[src/rtl/serial3_pkg.sv]
package serial3_pkg;

  typedef enum logic [2:0] {
    ST_IDLE  = 3'd0,
    ST_SETUP = 3'd1,
    ST_SHIFT = 3'd2,
    ST_HOLD  = 3'd3,
    ST_GAP   = 3'd4
  } st_t;

  // Requested byte count folded into the legal range 1..max_n.
  function automatic int clamp_count(input int n, input int max_n);
    if (n < 1) return 1;
    if (n > max_n) return max_n;
    return n;
  endfunction

  // Number of ticks loaded into the delay counter for a span of per serial periods.
  function automatic int span_load(input int per);
    return 2 * per - 1;
  endfunction

endpackage

[src/rtl/serial3_tick.sv]
module serial3_tick #(
  parameter int DIV_HALF = 4
) (
  input  logic clk,
  input  logic rst_n,
  input  logic run,
  output logic tick
);
  localparam int CW = (DIV_HALF > 1) ? $clog2(DIV_HALF) : 1;

  logic [CW-1:0] cnt;

  assign tick = run && (cnt == CW'(DIV_HALF - 1));

  always_ff @(posedge clk or negedge rst_n) begin
    if (!rst_n)      cnt <= '0;
    else if (!run)   cnt <= '0;
    else if (tick)   cnt <= '0;
    else             cnt <= cnt + 1'b1;
  end
endmodule

[src/rtl/serial3_bitpos.sv]
module serial3_bitpos #(
  parameter int CNT_W = 5
) (
  input  logic             clk,
  input  logic             rst_n,
  input  logic             clr,
  input  logic             adv,
  output logic [2:0]       bit_idx,
  output logic [CNT_W-1:0] byte_idx,
  output logic             last_bit
);
  assign last_bit = (bit_idx == 3'd7);

  always_ff @(posedge clk or negedge rst_n) begin
    if (!rst_n) begin
      bit_idx  <= '0;
      byte_idx <= '0;
    end else if (clr) begin
      bit_idx  <= '0;
      byte_idx <= '0;
    end else if (adv) begin
      bit_idx <= bit_idx + 1'b1;
      if (last_bit) byte_idx <= byte_idx + 1'b1;
    end
  end
endmodule

[src/rtl/serial3_shifter.sv]
module serial3_shifter (
  input  logic       clk,
  input  logic       rst_n,
  input  logic       load,
  input  logic [7:0] ld_val,
  input  logic       capture,
  input  logic       cap_bit,
  input  logic       shift_out,
  output logic [7:0] q
);
  always_ff @(posedge clk or negedge rst_n) begin
    if (!rst_n)         q <= '0;
    else if (load)      q <= ld_val;
    else if (capture)   q <= {cap_bit, q[7:1]};
    else if (shift_out) q <= {1'b0, q[7:1]};
  end
endmodule

[src/rtl/serial3_master.sv]
module serial3_master #(
  parameter int DIV_HALF  = 4,
  parameter int SETUP_PER = 1,
  parameter int HOLD_PER  = 1,
  parameter int MAX_BYTES = 24,
  parameter int CNT_W     = $clog2(MAX_BYTES + 1)
) (
  input  logic             clk,
  input  logic             rst_n,
  input  logic             start,
  input  logic [7:0]       cmd,
  input  logic [CNT_W-1:0] nbytes,
  input  logic [7:0]       wr_data,
  output logic             wr_pop,
  output logic [7:0]       rd_data,
  output logic             rd_valid,
  output logic             done,
  output logic             busy,
  output logic             ser_en,
  output logic             ser_clk,
  output logic             sd_out,
  output logic             sd_oe,
  input  logic             sd_in
);
  import serial3_pkg::*;

  localparam int DLY_MAX    = 2 * ((SETUP_PER > HOLD_PER) ? SETUP_PER : HOLD_PER);
  localparam int DLY_W      = $clog2(DLY_MAX + 1);
  localparam logic [DLY_W-1:0] SETUP_LOAD = DLY_W'(span_load(SETUP_PER));
  localparam logic [DLY_W-1:0] HOLD_LOAD  = DLY_W'(span_load(HOLD_PER));

  st_t              st;
  logic [DLY_W-1:0] dly;
  logic [CNT_W-1:0] n_eff;
  logic             txn_rd;

  // Named internal events
  logic             tick;
  logic             accept;
  logic             bit_rise;
  logic             bit_fall;
  logic             rd_phase;
  logic             last_all;
  logic [2:0]       bit_idx;
  logic [CNT_W-1:0] byte_idx;
  logic             last_bit;
  logic [7:0]       sh_q;
  logic             ld_wr;

  assign accept   = (st == ST_IDLE) && start;
  assign bit_rise = (st == ST_SHIFT) && tick && !ser_clk;
  assign bit_fall = (st == ST_SHIFT) && tick && ser_clk;
  assign rd_phase = txn_rd && (byte_idx != '0);
  assign last_all = last_bit && (byte_idx == n_eff);
  assign ld_wr    = bit_fall && last_bit && !txn_rd;

  serial3_tick #(.DIV_HALF(DIV_HALF)) u_tick (
    .clk  (clk),
    .rst_n(rst_n),
    .run  (st != ST_IDLE),
    .tick (tick)
  );

  serial3_bitpos #(.CNT_W(CNT_W)) u_pos (
    .clk     (clk),
    .rst_n   (rst_n),
    .clr     (st == ST_IDLE),
    .adv     (bit_fall),
    .bit_idx (bit_idx),
    .byte_idx(byte_idx),
    .last_bit(last_bit)
  );

  serial3_shifter u_shift (
    .clk      (clk),
    .rst_n    (rst_n),
    .load     (accept || ld_wr),
    .ld_val   (accept ? cmd : wr_data),
    .capture  (bit_rise && rd_phase),
    .cap_bit  (sd_in),
    .shift_out(bit_fall && !last_bit && !rd_phase),
    .q        (sh_q)
  );

  assign busy   = (st != ST_IDLE);
  assign sd_oe  = ((st == ST_SETUP) || (st == ST_SHIFT) || (st == ST_HOLD)) && !rd_phase;
  assign sd_out = sd_oe & sh_q[0];

  always_ff @(posedge clk or negedge rst_n) begin
    if (!rst_n) begin
      st       <= ST_IDLE;
      dly      <= '0;
      n_eff    <= '0;
      txn_rd   <= 1'b0;
      ser_en   <= 1'b0;
      ser_clk  <= 1'b0;
      rd_data  <= '0;
      rd_valid <= 1'b0;
      done     <= 1'b0;
      wr_pop   <= 1'b0;
    end else begin
      rd_valid <= 1'b0;
      done     <= 1'b0;
      wr_pop   <= 1'b0;
      case (st)
        ST_IDLE: if (start) begin
          st      <= ST_SETUP;
          ser_en  <= 1'b1;
          ser_clk <= 1'b0;
          txn_rd  <= cmd[0];
          n_eff   <= CNT_W'(clamp_count(int'(nbytes), MAX_BYTES));
          dly     <= SETUP_LOAD;
        end
        ST_SETUP: if (tick) begin
          if (dly == '0) st <= ST_SHIFT;
          else           dly <= dly - 1'b1;
        end
        ST_SHIFT: if (tick) begin
          if (!ser_clk) begin
            ser_clk <= 1'b1;
            if (rd_phase && last_bit) begin
              rd_valid <= 1'b1;
              rd_data  <= {sd_in, sh_q[7:1]};
            end
            if (last_all) begin
              st  <= ST_HOLD;
              dly <= HOLD_LOAD;
            end
          end else begin
            ser_clk <= 1'b0;
            if (ld_wr) wr_pop <= 1'b1;
          end
        end
        ST_HOLD: if (tick) begin
          if (txn_rd) ser_clk <= 1'b0;
          if (dly == '0) begin
            ser_en <= 1'b0;
            done   <= 1'b1;
            st     <= ST_GAP;
            dly    <= DLY_W'(1);
          end else begin
            dly <= dly - 1'b1;
          end
        end
        ST_GAP: if (tick) begin
          ser_clk <= 1'b0;
          if (dly == '0) st <= ST_IDLE;
          else           dly <= dly - 1'b1;
        end
        default: st <= ST_IDLE;
      endcase
    end
  end
endmodule

[config.mk]
export PLATFORM = sky130hd
export DESIGN_NAME = serial3_master
export DESIGN_NICKNAME = d
export VERILOG_FILES = /design/src/rtl/serial3_pkg.sv /design/src/rtl/serial3_tick.sv /design/src/rtl/serial3_bitpos.sv /design/src/rtl/serial3_shifter.sv /design/src/rtl/serial3_master.sv
export SDC_FILE = /design/constraint.sdc
export NUM_CORES = 1
export LEC_CHECK = 0
export BUFFER_PORTS_ARGS = -buffer_cell sky130_fd_sc_hd__buf_2
export CAP_MARGIN = 20
export CORE_MARGIN = 5
export CORE_UTILIZATION = 40
export CTS_BUF_LIST = sky130_fd_sc_hd__clkbuf_4 sky130_fd_sc_hd__clkbuf_8
export CTS_CLUSTER_SIZE = 20
export DETAILED_ROUTE_END_ITERATION = 10
export PLACE_DENSITY = 0.75
export SLEW_MARGIN = 40
export SYNTH_ARGS = -nofsm -noshare
export SYNTH_HDL_FRONTEND = slang
export SYNTH_SLANG_ARGS = --single-unit
[constraint.sdc]
create_clock -name clk -period 1.9 [get_ports clk]
set_input_delay 0.095 -clock clk [delete_from_list [all_inputs] [get_ports clk]]
set_output_delay 0.095 -clock clk [all_outputs]
set_load 0.02 [all_outputs]
==> flow_summary.ini <==
[clock_tree]
clock_latency_ns = 0.30
clockBufferDepth = 2
cts.sinks = 42
clkTransAtPathRegs_ns = 0.08
cts_made_buffers = 5
htreeDepth = 2
root_buffer = clkbuf_8
tritoncts = yes

[grt]
antenna_found_initial = 0
overflow = 0
grt_max_degree = 43
track_usage_pct = 14.8
grt_pass1_vias = 1869
grt_first_pass_wirelength_mm = 8.54

[setup_path]
rrSetupSlack_ns = -0.19
start_kind = flip-flop
startpoint = u_pos.byte_idx[0]
crit_type = flip-flop to flip-flop
crit_fanout = 8
end_kind = flip-flop
critical_path_required_ns = 2.12
ff2ff_path_depth = 8
endpoint = u_shift.q[7]
crit_arrival_ns = 2.31
timing.rr.end = u_shift.q[7]
timing.rr.start = u_pos.byte_idx[0]

[hold_path]
min_path_cells = 3
hold_start = nbytes[1]
hold_class = input port to flip-flop

[power_and_ir_drop]
p_clk_share_pct = 18.6
seqPwrFrac_pct = 40.5
p_sw_share_pct = 37.0
internal-power_mw = 2.02
p_leak_nw = 1.47
irDropWorstVdd_mv = 0.590
comb_power_share_pct = 40.9
power_switching_mw = 1.18
power_mw = 3.20
power.density_nw_per_um2 = 1110

[yosys]
yosysWarnings = 0
syn_inst = 218
syn_area_per_cell_um2 = 10.3
yosysUniqueCellTypes = 44
yosysSeqAreaShare_pct = 47.0
netlist_area_um2 = 2240
synth_seq_cells = 42
synth_nets = 250

[drt]
drc_errors = 0
wl_per_cell_um = 14.5
wl_mm = 5.16
via_per_inst = 5.15
num_vias = 1833
final_antenna_net_count = 0
drt-initial-drc-count = 71
first_pass_iters = 4

[place]
place.port_buffers = 40
gp_congestion = 0.838
dp_hpwl_mm = 3.55

[sta]
slew_viol_final = 0
fin_crit_sh_pct = 110
relSlewSlack_pct = 64.1
final.setup.tns_ns = -1.80
timing.fmax_mhz = 478
layout_min_cycle_time_ns = 2.09
setup_ws_ns = -0.194
skew_ns = 0.00776
finalSetupViolations = 18
hold_viol = 0
rsz0062_at_grt = yes
worst_slew_pin_slew_ns = 0.538

[die]
die_y_um = 84.8
die_w_um = 84.8
core_um2 = 5470
dieArea_um2 = 7190
io_pins = 41
start_util_pct = 40.9
fp-row-count = 27

[final_layout]
fin_util_pct = 52.9
areaGrowthSynthToFinish_pct = 29.4
final_net_count = 315
diodes = 0
drive_gt1_share_pct = 39.8

[outcome]
violations = negative setup slack
status = finished with violations

[run]
drv_cap = 0
cell usage after synthesis:
master	number	area share, %
buf_6	3	1.5
nor3_1	4	0.90
nand3_2	1	0.45
o21a_1	1	0.34
or4b_4	1	0.62
o31ai_1	1	0.34
a211oi_1	6	2.0
a21oi_1	11	2.5
nand3b_1	2	0.67
inv_1	13	2.2
ha_1	7	3.9
dfrtp_1	42	47
a32oi_1	1	0.39
xnor2_1	7	2.7
a211oi_2	2	1.1
nor4bb_1	1	0.45
mux2i_1	7	3.1
and2_1	1	0.28
nor2_1	18	3.0
a21o_2	5	2.0
buf_2	2	0.45
o21ai_0	9	2.0
and3_1	1	0.28
o211a_4	1	0.78
nand4_1	3	0.84
nand2_1	20	3.4
a21o_1	3	1.0
mux2_2	10	5.0
clkbuf_1	4	0.67
nand2b_1	2	0.56
nor4_1	1	0.28
xor2_1	5	2.0
o211ai_1	2	0.67
or2_2	1	0.28
nor2b_1	2	0.56
and4_1	1	0.39
a31o_2	2	0.78
o22ai_1	1	0.28
nand4b_1	2	0.78
a41oi_1	1	0.39
a31oi_1	2	0.56
buf_4	3	1.0
a21bo_2	1	0.45
nand3_1	5	1.1
metal layers:
| metal | GRT usage [%] | share of wire, % |
|---|---|---|
| met1 | 17.6 | 43 |
| met2 | 25.8 | 51 |
| met3 | 3.53 | 5.0 |
| met4 | 5.76 | 1.5 |
| met5 | 0 | 0 |
how the worst min path moves through the flow:
stage / endpoint / slack, ns
final: n_eff[1] / 0.05
after CTS: n_eff[1] / 0.04
after global routing: n_eff[1] / 0.05
after global placement: u_pos.bit_idx[0] / 0.20
after floorplan: dly[0] / -0.20
after detailed placement: u_pos.bit_idx[1] / 0.20
power by group through the flow:
| stage | Combinational [mW] | Clock (mW) | Sequential, mW |
|---|---|---|---|
| after CTS | 1.26 | 0.607 | 1.28 |
| after floorplan | 0.868 | 0 | 1.24 |
| final | 1.31 | 0.595 | 1.30 |
| after detailed placement | 1.19 | 0 | 1.30 |
| after global placement | 1.15 | 0 | 1.29 |
| after global routing | 1.45 | 0.654 | 1.32 |
timing repair:
item,in CTS,in global routing
hold buffers,1,0
gates resized for setup,16,9
setup buffers,4,3
endpoints found under the hold margin,42,0
setup endpoints to repair,17,25
pin swaps,4,7
gates cloned,2,0
worst max-delay path, stage by stage (launching register included):
cell and delay, ns:
dfrtp_1 0.38, inv_1 0.06, ha_1 0.14, or4b_4 0.47, buf_4 0.16, o21a_4 0.20
o211a_4 0.30, nor2b_1 0.15, a31oi_1 0.16
through the flow:
step	setup slack (ns)	area (um^2)	std cells	hold slack (ns)
2_1_floorplan	-0.0537	2240	218	-0.201
3_3_place_gp	0.0494	2610	339	0.201
3_5_place_dp	-0.0500	2610	339	0.203
4_1_cts	-0.190	2840	354	0.0449
5_1_grt	-0.293	2890	356	0.0505
6_report	-0.194	2890	356	0.0489
registers in the layout (all words and copies together), names as in the netlist:
signal,count
dly,2
done,1
n_eff,5
rd_data,8
rd_valid,1
ser_clk,1
ser_en,1
st,3
txn_rd,1
u_pos.bit_idx,3
u_pos.byte_idx,5
u_shift.q,8
u_tick.cnt,2
wr_pop,1
logic make-up (layout without fill, tap and decap cells):
kind of cell,after synthesis,count (layout),synth area share [%]
and+or+nand+nor,66,67,14.8
AOI/OAI and AO/OA,49,50,15.6
DFF,42,42,47.0
buffers and inverters,25,89,5.82
muxes,17,17,8.17
xor gates and xnor gates,12,12,4.70
adders and majority gates,7,7,3.92
layout by cell type, fill, tap and decap left out, types with 2 or more instances in the layout:
master,Yosys,routed
nor3_1,4,4
nand3_1,5,5
a21oi_1,11,11
a31o_2,2,2
nand2b_1,2,2
a211oi_2,2,7
nand2_1,20,20
clkbuf_8,0,6
buf_2,2,38
mux2_2,10,5
o211a_4,1,2
nand3b_1,2,2
mux2_4,0,5
xor2_1,5,5
mux2i_1,7,7
a21o_1,3,3
nor2_1,18,18
o211ai_1,2,2
nand4_1,3,3
inv_1,13,12
nor2b_1,2,2
a21o_2,5,5
a31oi_1,2,2
xnor2_1,7,6
buf_6,3,3
ha_1,7,6
dfrtp_1,42,42
o21ai_0,9,9
buf_4,3,26
nand4b_1,2,2
nand3_4,0,2
cell type report:
class	count	area, um^2
clock buffers	6	82.6
multi-input cells	153	1180
flip-flops and latches	42	1050
clock inverters	2	12.5
repair buffers	68	429
inverters	13	48.8
fillers	505	2580
well taps	72	90.1
(Power assumes the default switching activity.)
